--- src/rtl/smb_pkg.sv ---
package smb_pkg;
  localparam int LINE_BYTES = 32;
  localparam int BEAT_BYTES = 8;
  localparam int BEATS      = LINE_BYTES / BEAT_BYTES;
  localparam int BEAT_W     = $clog2(BEATS);
  localparam int BYTE_W     = $clog2(BEAT_BYTES);
  localparam int LINE_OFS   = $clog2(LINE_BYTES);
  localparam int DATA_W     = BEAT_BYTES * 8;

  typedef enum logic [1:0] {
    DR_IDLE,
    DR_ADDR,
    DR_DATA,
    DR_RESP
  } drain_st_e;
endpackage

--- src/rtl/smb_entry.sv ---
module smb_entry
  import smb_pkg::*;
#(
  parameter int LINE_W = 27,
  parameter int HOLD   = 16
) (
  input  logic                    clk_i,
  input  logic                    rst_ni,
  input  logic                    alloc_i,
  input  logic                    wr_i,
  input  logic [LINE_W-1:0]       line_i,
  input  logic [BEAT_W-1:0]       beat_i,
  input  logic [DATA_W-1:0]       data_i,
  input  logic [BEAT_BYTES-1:0]   strb_i,
  input  logic                    lock_i,
  input  logic                    free_i,
  output logic                    valid_o,
  output logic                    locked_o,
  output logic                    aged_o,
  output logic [LINE_W-1:0]       line_o,
  output logic [LINE_BYTES*8-1:0] data_o,
  output logic [LINE_BYTES-1:0]   bval_o
);
  localparam int CNT_W = $clog2(HOLD + 1);

  logic                           valid_q, locked_q;
  logic [LINE_W-1:0]              line_q;
  logic [LINE_BYTES-1:0][7:0]     data_q;
  logic [LINE_BYTES-1:0]          bval_q;
  logic [CNT_W-1:0]               cnt_q;

  always_ff @(posedge clk_i or negedge rst_ni) begin
    if (!rst_ni) begin
      valid_q  <= 1'b0;
      locked_q <= 1'b0;
      line_q   <= '0;
      data_q   <= '0;
      bval_q   <= '0;
      cnt_q    <= '0;
    end else if (free_i) begin
      valid_q  <= 1'b0;
      locked_q <= 1'b0;
      bval_q   <= '0;
    end else begin
      if (alloc_i) begin
        valid_q <= 1'b1;
        line_q  <= line_i;
      end
      if (lock_i) locked_q <= 1'b1;
      // age restarts on every write; saturates at HOLD
      if (wr_i) cnt_q <= '0;
      else if (valid_q && !locked_q && cnt_q != CNT_W'(HOLD)) cnt_q <= cnt_q + 1'b1;
      for (int k = 0; k < LINE_BYTES; k++) begin
        if (wr_i && beat_i == BEAT_W'(k / BEAT_BYTES) && strb_i[k % BEAT_BYTES]) begin
          bval_q[k] <= 1'b1;
          data_q[k] <= data_i[(k % BEAT_BYTES)*8 +: 8];
        end else if (alloc_i) begin
          bval_q[k] <= 1'b0;
        end
      end
    end
  end

  assign valid_o  = valid_q;
  assign locked_o = locked_q;
  assign aged_o   = valid_q && (cnt_q == CNT_W'(HOLD));
  assign line_o   = line_q;
  assign data_o   = data_q;
  assign bval_o   = bval_q;

  // a draining entry is always occupied
  a_r9_lock_in_use: assert property (@(posedge clk_i) disable iff (!rst_ni)
    locked_q |-> valid_q);
  // an occupied entry always holds data
  a_r2_entry_not_empty: assert property (@(posedge clk_i) disable iff (!rst_ni)
    valid_q |-> (bval_q != '0));
endmodule

--- src/rtl/smb_span.sv ---
module smb_span
  import smb_pkg::*;
(
  input  logic [LINE_BYTES-1:0] bval_i,
  output logic [BEAT_W-1:0]     first_o,
  output logic [BEAT_W-1:0]     last_o
);
  always_comb begin
    first_o = '0;
    last_o  = '0;
    for (int k = BEATS - 1; k >= 0; k--)
      if (|bval_i[k*BEAT_BYTES +: BEAT_BYTES]) first_o = BEAT_W'(k);
    for (int k = 0; k < BEATS; k++)
      if (|bval_i[k*BEAT_BYTES +: BEAT_BYTES]) last_o = BEAT_W'(k);
  end
endmodule

--- src/rtl/smb_drain.sv ---
module smb_drain
  import smb_pkg::*;
#(
  parameter int N_ENT  = 4,
  parameter int ADDR_W = 32,
  parameter int SEL_W  = 2
) (
  input  logic                    clk_i,
  input  logic                    rst_ni,
  input  logic [N_ENT-1:0]        cand_i,
  input  logic [ADDR_W-LINE_OFS-1:0] line_i,
  input  logic [LINE_BYTES*8-1:0] data_i,
  input  logic [LINE_BYTES-1:0]   bval_i,
  output logic [SEL_W-1:0]        sel_o,
  output logic [N_ENT-1:0]        lock_o,
  output logic [N_ENT-1:0]        free_o,
  output logic                    aw_valid_o,
  input  logic                    aw_ready_i,
  output logic [ADDR_W-1:0]       aw_addr_o,
  output logic [7:0]              aw_len_o,
  output logic [2:0]              aw_size_o,
  output logic [1:0]              aw_burst_o,
  output logic                    w_valid_o,
  input  logic                    w_ready_i,
  output logic [DATA_W-1:0]       w_data_o,
  output logic [BEAT_BYTES-1:0]   w_strb_o,
  output logic                    w_last_o,
  input  logic                    b_valid_i,
  output logic                    b_ready_o
);
  drain_st_e           st_q;
  logic [SEL_W-1:0]    sel_q, pick_idx;
  logic                pick_ok;
  logic [BEAT_W-1:0]   beat_q, first_b, last_b;

  smb_span u_span (.bval_i(bval_i), .first_o(first_b), .last_o(last_b));

  // lowest-index candidate wins; lines are distinct so order is free
  always_comb begin
    pick_ok  = 1'b0;
    pick_idx = '0;
    for (int i = N_ENT - 1; i >= 0; i--)
      if (cand_i[i]) begin
        pick_ok  = 1'b1;
        pick_idx = SEL_W'(i);
      end
  end

  always_ff @(posedge clk_i or negedge rst_ni) begin
    if (!rst_ni) begin
      st_q   <= DR_IDLE;
      sel_q  <= '0;
      beat_q <= '0;
    end else begin
      unique case (st_q)
        DR_IDLE: if (pick_ok) begin
          sel_q <= pick_idx;
          st_q  <= DR_ADDR;
        end
        DR_ADDR: if (aw_ready_i) begin
          beat_q <= first_b;
          st_q   <= DR_DATA;
        end
        DR_DATA: if (w_ready_i) begin
          if (beat_q == last_b) st_q <= DR_RESP;
          else beat_q <= beat_q + 1'b1;
        end
        DR_RESP: if (b_valid_i) st_q <= DR_IDLE;
        default: st_q <= DR_IDLE;
      endcase
    end
  end

  assign sel_o      = sel_q;
  assign lock_o     = (st_q == DR_IDLE && pick_ok) ? (N_ENT'(1) << pick_idx) : '0;
  assign free_o     = (st_q == DR_RESP && b_valid_i) ? (N_ENT'(1) << sel_q) : '0;
  assign aw_valid_o = (st_q == DR_ADDR);
  assign aw_addr_o  = {line_i, first_b, {BYTE_W{1'b0}}};
  assign aw_len_o   = 8'(last_b - first_b);
  assign aw_size_o  = 3'(BYTE_W);
  assign aw_burst_o = 2'b01;
  assign w_valid_o  = (st_q == DR_DATA);
  assign w_data_o   = data_i[beat_q*DATA_W +: DATA_W];
  assign w_strb_o   = bval_i[beat_q*BEAT_BYTES +: BEAT_BYTES];
  assign w_last_o   = (beat_q == last_b);
  assign b_ready_o  = (st_q == DR_RESP);

  a_r6_aw_attrs: assert property (@(posedge clk_i) disable iff (!rst_ni)
    aw_valid_o |-> (aw_size_o == 3'd3 && aw_burst_o == 2'b01));
  a_r6_aw_hold: assert property (@(posedge clk_i) disable iff (!rst_ni)
    (aw_valid_o && !aw_ready_i) |=> (aw_valid_o && $stable(aw_addr_o) && $stable(aw_len_o)));
  a_r4_final_beat_data: assert property (@(posedge clk_i) disable iff (!rst_ni)
    (w_valid_o && w_last_o) |-> (w_strb_o != '0));
  a_r4_len_in_line: assert property (@(posedge clk_i) disable iff (!rst_ni)
    aw_valid_o |-> (aw_len_o < 8'(BEATS)));
  a_r10_one_free: assert property (@(posedge clk_i) disable iff (!rst_ni)
    $onehot0(free_o) && $onehot0(lock_o));
endmodule

--- src/rtl/store_merge_buf.sv ---
module store_merge_buf
  import smb_pkg::*;
#(
  parameter int ADDR_W = 32,
  parameter int N_ENT  = 4,
  parameter int HOLD   = 16
) (
  input  logic                  clk_i,
  input  logic                  rst_ni,
  input  logic                  st_valid_i,
  output logic                  st_ready_o,
  input  logic [ADDR_W-1:0]     st_addr_i,
  input  logic [DATA_W-1:0]     st_data_i,
  input  logic [BEAT_BYTES-1:0] st_strb_i,
  output logic                  aw_valid_o,
  input  logic                  aw_ready_i,
  output logic [ADDR_W-1:0]     aw_addr_o,
  output logic [7:0]            aw_len_o,
  output logic [2:0]            aw_size_o,
  output logic [1:0]            aw_burst_o,
  output logic                  w_valid_o,
  input  logic                  w_ready_i,
  output logic [DATA_W-1:0]     w_data_o,
  output logic [BEAT_BYTES-1:0] w_strb_o,
  output logic                  w_last_o,
  input  logic                  b_valid_i,
  output logic                  b_ready_o
);
  localparam int LINE_W = ADDR_W - LINE_OFS;
  localparam int SEL_W  = (N_ENT > 1) ? $clog2(N_ENT) : 1;

  logic [LINE_W-1:0]        st_line;
  logic [BEAT_W-1:0]        st_beat;
  logic                     unused_lo;
  logic [N_ENT-1:0]         ent_valid, ent_locked, ent_aged, hit, alloc_oh;
  logic [N_ENT-1:0]         ent_alloc, ent_wr, lock_v, free_v, cand;
  logic [LINE_W-1:0]        ent_line [N_ENT];
  logic [LINE_BYTES*8-1:0]  ent_data [N_ENT];
  logic [LINE_BYTES-1:0]    ent_bval [N_ENT];
  logic                     hit_any, hit_open, has_free, full, st_fire;
  logic [SEL_W-1:0]         sel;
  logic [LINE_W-1:0]        sel_line;
  logic [LINE_BYTES*8-1:0]  sel_data;
  logic [LINE_BYTES-1:0]    sel_bval;

  assign st_line   = st_addr_i[ADDR_W-1:LINE_OFS];
  assign st_beat   = st_addr_i[LINE_OFS-1:BYTE_W];
  assign unused_lo = ^st_addr_i[BYTE_W-1:0];

  always_comb begin
    alloc_oh = '0;
    for (int i = N_ENT - 1; i >= 0; i--)
      if (!ent_valid[i]) alloc_oh = N_ENT'(1) << i;
  end

  assign hit_any    = |hit;
  assign hit_open   = |(hit & ~ent_locked);
  assign has_free   = ~&ent_valid;
  assign full       = &ent_valid;
  // same-line store waits while its entry drains
  assign st_ready_o = hit_open || (!hit_any && has_free);
  assign st_fire    = st_valid_i && st_ready_o;
  assign ent_alloc  = (st_fire && !hit_any) ? alloc_oh : '0;
  assign ent_wr     = !st_fire ? '0 : (hit_any ? hit : alloc_oh);
  assign cand       = ent_valid & ~ent_locked & (ent_aged | {N_ENT{full}});

  for (genvar gi = 0; gi < N_ENT; gi++) begin : g_ent
    assign hit[gi] = ent_valid[gi] && (ent_line[gi] == st_line);
    smb_entry #(.LINE_W(LINE_W), .HOLD(HOLD)) u_ent (
      .clk_i    (clk_i),
      .rst_ni   (rst_ni),
      .alloc_i  (ent_alloc[gi]),
      .wr_i     (ent_wr[gi]),
      .line_i   (st_line),
      .beat_i   (st_beat),
      .data_i   (st_data_i),
      .strb_i   (st_strb_i),
      .lock_i   (lock_v[gi]),
      .free_i   (free_v[gi]),
      .valid_o  (ent_valid[gi]),
      .locked_o (ent_locked[gi]),
      .aged_o   (ent_aged[gi]),
      .line_o   (ent_line[gi]),
      .data_o   (ent_data[gi]),
      .bval_o   (ent_bval[gi])
    );
  end

  always_comb begin
    sel_line = '0;
    sel_data = '0;
    sel_bval = '0;
    for (int i = 0; i < N_ENT; i++)
      if (sel == SEL_W'(i)) begin
        sel_line = ent_line[i];
        sel_data = ent_data[i];
        sel_bval = ent_bval[i];
      end
  end

  smb_drain #(.N_ENT(N_ENT), .ADDR_W(ADDR_W), .SEL_W(SEL_W)) u_drain (
    .clk_i      (clk_i),
    .rst_ni     (rst_ni),
    .cand_i     (cand),
    .line_i     (sel_line),
    .data_i     (sel_data),
    .bval_i     (sel_bval),
    .sel_o      (sel),
    .lock_o     (lock_v),
    .free_o     (free_v),
    .aw_valid_o (aw_valid_o),
    .aw_ready_i (aw_ready_i),
    .aw_addr_o  (aw_addr_o),
    .aw_len_o   (aw_len_o),
    .aw_size_o  (aw_size_o),
    .aw_burst_o (aw_burst_o),
    .w_valid_o  (w_valid_o),
    .w_ready_i  (w_ready_i),
    .w_data_o   (w_data_o),
    .w_strb_o   (w_strb_o),
    .w_last_o   (w_last_o),
    .b_valid_i  (b_valid_i),
    .b_ready_o  (b_ready_o)
  );

  for (genvar gi = 0; gi < N_ENT; gi++) begin : g_uniq
    for (genvar gj = gi + 1; gj < N_ENT; gj++) begin : g_pair
      a_r9_unique_line: assert property (@(posedge clk_i) disable iff (!rst_ni)
        !(ent_valid[gi] && ent_valid[gj] && ent_line[gi] == ent_line[gj]));
    end
  end

  a_r8_full_blocks_new: assert property (@(posedge clk_i) disable iff (!rst_ni)
    (st_valid_i && full && !hit_any) |-> !st_ready_o);
  a_r9_draining_blocks: assert property (@(posedge clk_i) disable iff (!rst_ni)
    (st_valid_i && |(hit & ent_locked)) |-> !st_ready_o);
  a_r10_resp_frees: assert property (@(posedge clk_i) disable iff (!rst_ni)
    (b_valid_i && b_ready_o) |=> !$stable(ent_valid));
endmodule

--- config.mk ---
export PLATFORM = sky130hd
export DESIGN_NAME = store_merge_buf
export DESIGN_NICKNAME = d
export VERILOG_FILES = /design/src/rtl/smb_pkg.sv /design/src/rtl/smb_entry.sv /design/src/rtl/smb_span.sv /design/src/rtl/smb_drain.sv /design/src/rtl/store_merge_buf.sv
export SDC_FILE = /design/constraint.sdc
export NUM_CORES = 2
export LEC_CHECK = 0
export CAP_MARGIN = 20
export CORE_ASPECT_RATIO = 0.7
export CORE_UTILIZATION = 55
export DETAILED_ROUTE_END_ITERATION = 10
export GPL_TIMING_DRIVEN = 0
export PLACE_DENSITY = 0.74
export SYNTH_ARGS = -nofsm -noshare
export SYNTH_HDL_FRONTEND = slang
export SYNTH_SLANG_ARGS = --single-unit
--- constraint.sdc ---
create_clock -name clk_i -period 5.5 [get_ports clk_i]
set_input_delay 1.375 -clock clk_i [delete_from_list [all_inputs] [get_ports clk_i]]
set_output_delay 1.375 -clock clk_i [all_outputs]
set_load 0.01 [all_outputs]
==> metrics.csv <==
stage,metric,value,unit
clocking,total clock sinks,1294,
run_status,outcome,"finished, violations left",
yosys,"Warnings, synthesis",0,
power,PwrDens,443,nW/um^2
yosys,count of cell types in the netlist,65,
die,Die H,281,um
yosys,Synth Flop Type,dfrtp_1,
placement,Detailed Place HPWL,130000,um
setup_path,WP buf/inv,3,
job,max-capacitance violation count,0,
global_routing,Overflow after GRT,0,
setup_path,Crit Path Max Fanout,10,
global_routing,first-pass GRT wire length,279000,um
setup_path,Crit path required time,6.13,ns
sta,Final Cycle Share,1.03,
yosys,syn_area_per_cell,14.8,um^2
drt,Residual DRC,2,
clocking,clock buffer count from CTS,120,
power,P_leak,32.7,nW
setup_path,startpoint type of the worst setup path,input pin,
global_routing,GR Util All Layers,0.344,
drt,average wire per standard cell,31.2,um
yosys,fraction of registers with async set/reset,1.00,
setup_path,crit path cell chain,clkbuf_1 > xor2_1 > nor4_2 > nand4_1 > nand2_1 > clkbuf_1 > clkbuf_1 > nand4_1 > mux2_2,
sta,clock skew,0.0364,ns
setup_path,CP arrival,6.31,ns
die,Die Area,112000,um^2
clocking,CTS tree,built,
drt,DR top layer,met5,
global_routing,largest net degree at the start of global routing,173,
clocking,"CTS clk-pin slew, worst paths",0.06,ns
global_routing,number of global-route vias before repair,40700,
drt,met2 WL post-DR,81400,um
sta,Setup WS post-layout,-0.179,ns
yosys,synthesized area,61000,um^2
placement,Post-Place Worst Slack,-2.33,ns
drt,Via density,6.59,
setup_path,Top Family by Delay on Critical Path,simple AND/OR/NAND/NOR gates,
hold_path,Min-Delay Path Class,reg2reg,
drt,DRT iter0 DRCs,4322,
clocking,# hold bufs at CTS,0,
clocking,clock root cell,clkbuf_16,
sta,final critical-path required period,5.68,ns
sta,Peak Freq,176,MHz
final_layout,P&R area growth vs syn,16.6,%
die,die width,400,um
drt,metal3 WL,21400,um
yosys,Seq cells post-synth,1294,
die,Initial Util,0.559,
sta,final count of negative-setup-slack endpoints,18,
drt,met1 WL,80500,um
setup_path,critical path class,in2reg,
placement,Final Wtd Congestion,1.03,
sta,Max Slew Vio Count,0,
placement,# port buffers,185,
clocking,Longest Clk Path Bufs,3,
yosys,Post-synth EDFFs,0,
setup_path,critical path capture point type,register,
die,row count,101,
final_layout,fin util,0.651,
run_status,failing checks,"design-rule violations, negative setup slack",
clocking,clock latency on the worst-skew pair,0.77,ns
drt,routed via count,40000,
sta,Worst-Margin Slew,1.27,ns
power,peak supply drop,0.420,mV
final_layout,proportion of layout cells with a drive suffix above 1,0.436,
final_layout,filler cell count,7865,
die,# IOs,232,
drt,Post-DRT Antenna Nets,0,
sta,worst rel slew slack,0.153,
global_routing,initial antenna violation count,19,
clocking,CTS H-tree lvls,3,
setup_path,Crit-path slowest cell,nand4_1,
drt,final WL,189000,um
final_layout,layout net count,4638,
yosys,Syn Inst Count,4111,
setup_path,CP dominant cell by count,clkbuf_1,
sta,Final Hold Fails,0,
setup_path,"slowest stage delay, CP",0.89,ns
die,core area,109000,um^2
drt,count of TritonRoute iterations in the first routing pass,9,
power,power consumption,31.5,mW
yosys,"Seq/Total Area, Yosys",0.531,
-- cell families (layout without fill, tap and decap cells) --
family                   after synthesis  after routing  synth area share
multiplexers                        1504           1504             0.336
flip-flops                          1294           1294             0.531
adder cells (fa/ha/maj)               14             14           0.00300
AO/OA/AOI/OAI                        310            310            0.0350
AND/OR/NAND/NOR                      514            514            0.0547
buffers and inverters                356            856            0.0238
other                                  2             16          0.000123
XOR/XNOR                             117            117            0.0168
-- metrics by stage --
stage | area [um^2] | hold WS [ns] | instances | TNS, ns
after CTS | 70600 | 0.475 | 6036 | 0
after detailed placement | 65500 | 0.460 | 5793 | -459.42
final | 71100 | 0.475 | 6067 | -2.34
after global placement | 64700 | 0.453 | 5744 | -
after floorplan | 61000 | 0.442 | 4117 | 0
after global routing | 71100 | 0.482 | 6065 | -0.110
-- metal layers --
layer | global-route usage | vias up
met2 | 0.484 | 2024
met1 | 0.505 | 21300
li1 | - | 16200
met3 | 0.117 | 441
met5 | 0 | -
met4 | 0.103 | 16
-- final cells by class --
class | count | area [um^2] | share of cell area
Multi-Input combinational cell | 2467 | 27500 | 0.387
Timing Repair Buffer | 277 | 3080 | 0.0434
Clock inverter | 64 | 975 | 0.0137
Inverter | 23 | 86.3 | 0.00121
Antenna cell | 8 | 20.0 | 0.000282
Tap cell | 1442 | 1800 | 0.0254
Buffer | 331 | 1800 | 0.0253
Sequential cell | 1294 | 32400 | 0.456
Clock buffer | 161 | 3460 | 0.0487
-- report_power, final --
group / internal [mW] / switching [mW]
Clock: 5.50 / 3.86
Sequential: 11.5 / 1.23
Combinational: 4.73 / 4.59
-- layout by cell type, fill, tap and decap left out, types with 15 or more instances in the layout --
| cell | instances |
|---|---|
| a21o_1 | 84 |
| a21oi_1 | 52 |
| a22oi_1 | 19 |
| and4_1 | 20 |
| buf_2 | 37 |
| buf_4 | 48 |
| buf_6 | 39 |
| buf_8 | 20 |
| bufinv_16 | 23 |
| clkbuf_1 | 190 |
| clkbuf_16 | 124 |
| clkbuf_2 | 46 |
| clkbuf_4 | 18 |
| clkbuf_8 | 32 |
| clkdlybuf4s50_1 | 170 |
| clkinv_2 | 26 |
| dfrtp_1 | 1293 |
| inv_1 | 21 |
| mux2_1 | 19 |
| mux2_2 | 1114 |
| mux2i_1 | 52 |
| mux4_2 | 319 |
| nand2_1 | 172 |
| nand3_1 | 15 |
| nand4_1 | 67 |
| nor2_1 | 58 |
| nor3_2 | 31 |
| nor4_1 | 15 |
| nor4_4 | 36 |
| o211ai_1 | 17 |
| o21ai_0 | 39 |
| o22a_1 | 17 |
| o22ai_1 | 34 |
| or4_1 | 34 |
| xnor2_1 | 74 |
| xor2_1 | 29 |
-- registers in the layout, indices dropped and copies added, names as in the netlist --
name / flops
g_ent.u_ent.bval_o: 128
g_ent.u_ent.cnt_q: 20
g_ent.u_ent.data_o: 1024
g_ent.u_ent.line_o: 108
g_ent.u_ent.locked_o: 4
g_ent.u_ent.valid_o: 4
u_drain.beat_q: 2
u_drain.sel_o: 2
u_drain.st_q: 2
-- worst paths after layout --
| kind | start | end | slack [ns] | cells after the start |
|---|---|---|---|---|
| worst max-delay path | st_addr_i[27] | g_ent[3].u_ent.data_o[141]$_DFFE_PN0P_ | -0.18 | 9 |
| worst min-delay path | g_ent[2].u_ent.bval_o[29]$_DFFE_PN0P_ | g_ent[2].u_ent.bval_o[29]$_DFFE_PN0P_ | 0.48 | 1 |
| worst max register to register | g_ent[3].u_ent.line_o[19]$_DFFE_PN0P_ | g_ent[3].u_ent.data_o[141]$_DFFE_PN0P_ | 0.36 | 8 |
| worst min register to register | g_ent[2].u_ent.bval_o[29]$_DFFE_PN0P_ | g_ent[2].u_ent.bval_o[29]$_DFFE_PN0P_ | 0.48 | 1 |
| max in group asynchronous | rst_ni | g_ent[2].u_ent.data_o[220]$_DFFE_PN0P_ | 1.76 | 5 |
| min in group asynchronous | rst_ni | g_ent[0].u_ent.data_o[61]$_DFFE_PN0P_ | 0.54 | 1 |
-- cells in the mapped netlist, types with 19 or more instances --
| master | number | area [um^2] |
|---|---|---|
| mux2_2 | 1114 | 12500 |
| mux2i_1 | 52 | 521 |
| buf_1 | 39 | 146 |
| buf_2 | 34 | 170 |
| a22oi_1 | 19 | 143 |
| nor3_2 | 31 | 310 |
| clkbuf_1 | 243 | 912 |
| mux4_2 | 319 | 7180 |
| nor4_4 | 32 | 681 |
| dfrtp_1 | 1294 | 32400 |
| xor2_1 | 32 | 280 |
| and4_1 | 20 | 175 |
| or4_1 | 37 | 278 |
| nand4_1 | 67 | 419 |
| inv_1 | 23 | 86.3 |
| nor2_1 | 61 | 229 |
| a21oi_1 | 54 | 270 |
| mux2_1 | 19 | 214 |
| a21o_1 | 84 | 631 |
| o22ai_1 | 34 | 213 |
| o21ai_0 | 39 | 195 |
| nor4_1 | 21 | 131 |
| nand2_1 | 176 | 661 |
| xnor2_1 | 85 | 744 |
-- timing repair --
| item | 4_1_cts | 5_1_grt |
|---|---|---|
| buffers inserted | 19 | 11 |
| pin swaps | 8 | 19 |
| cloned | 0 | 1 |
| gates resized for setup | 263 | 66 |
| setup endpoints to repair | 189 | 142 |
Note: power is estimated with default switching activity, not from simulation.
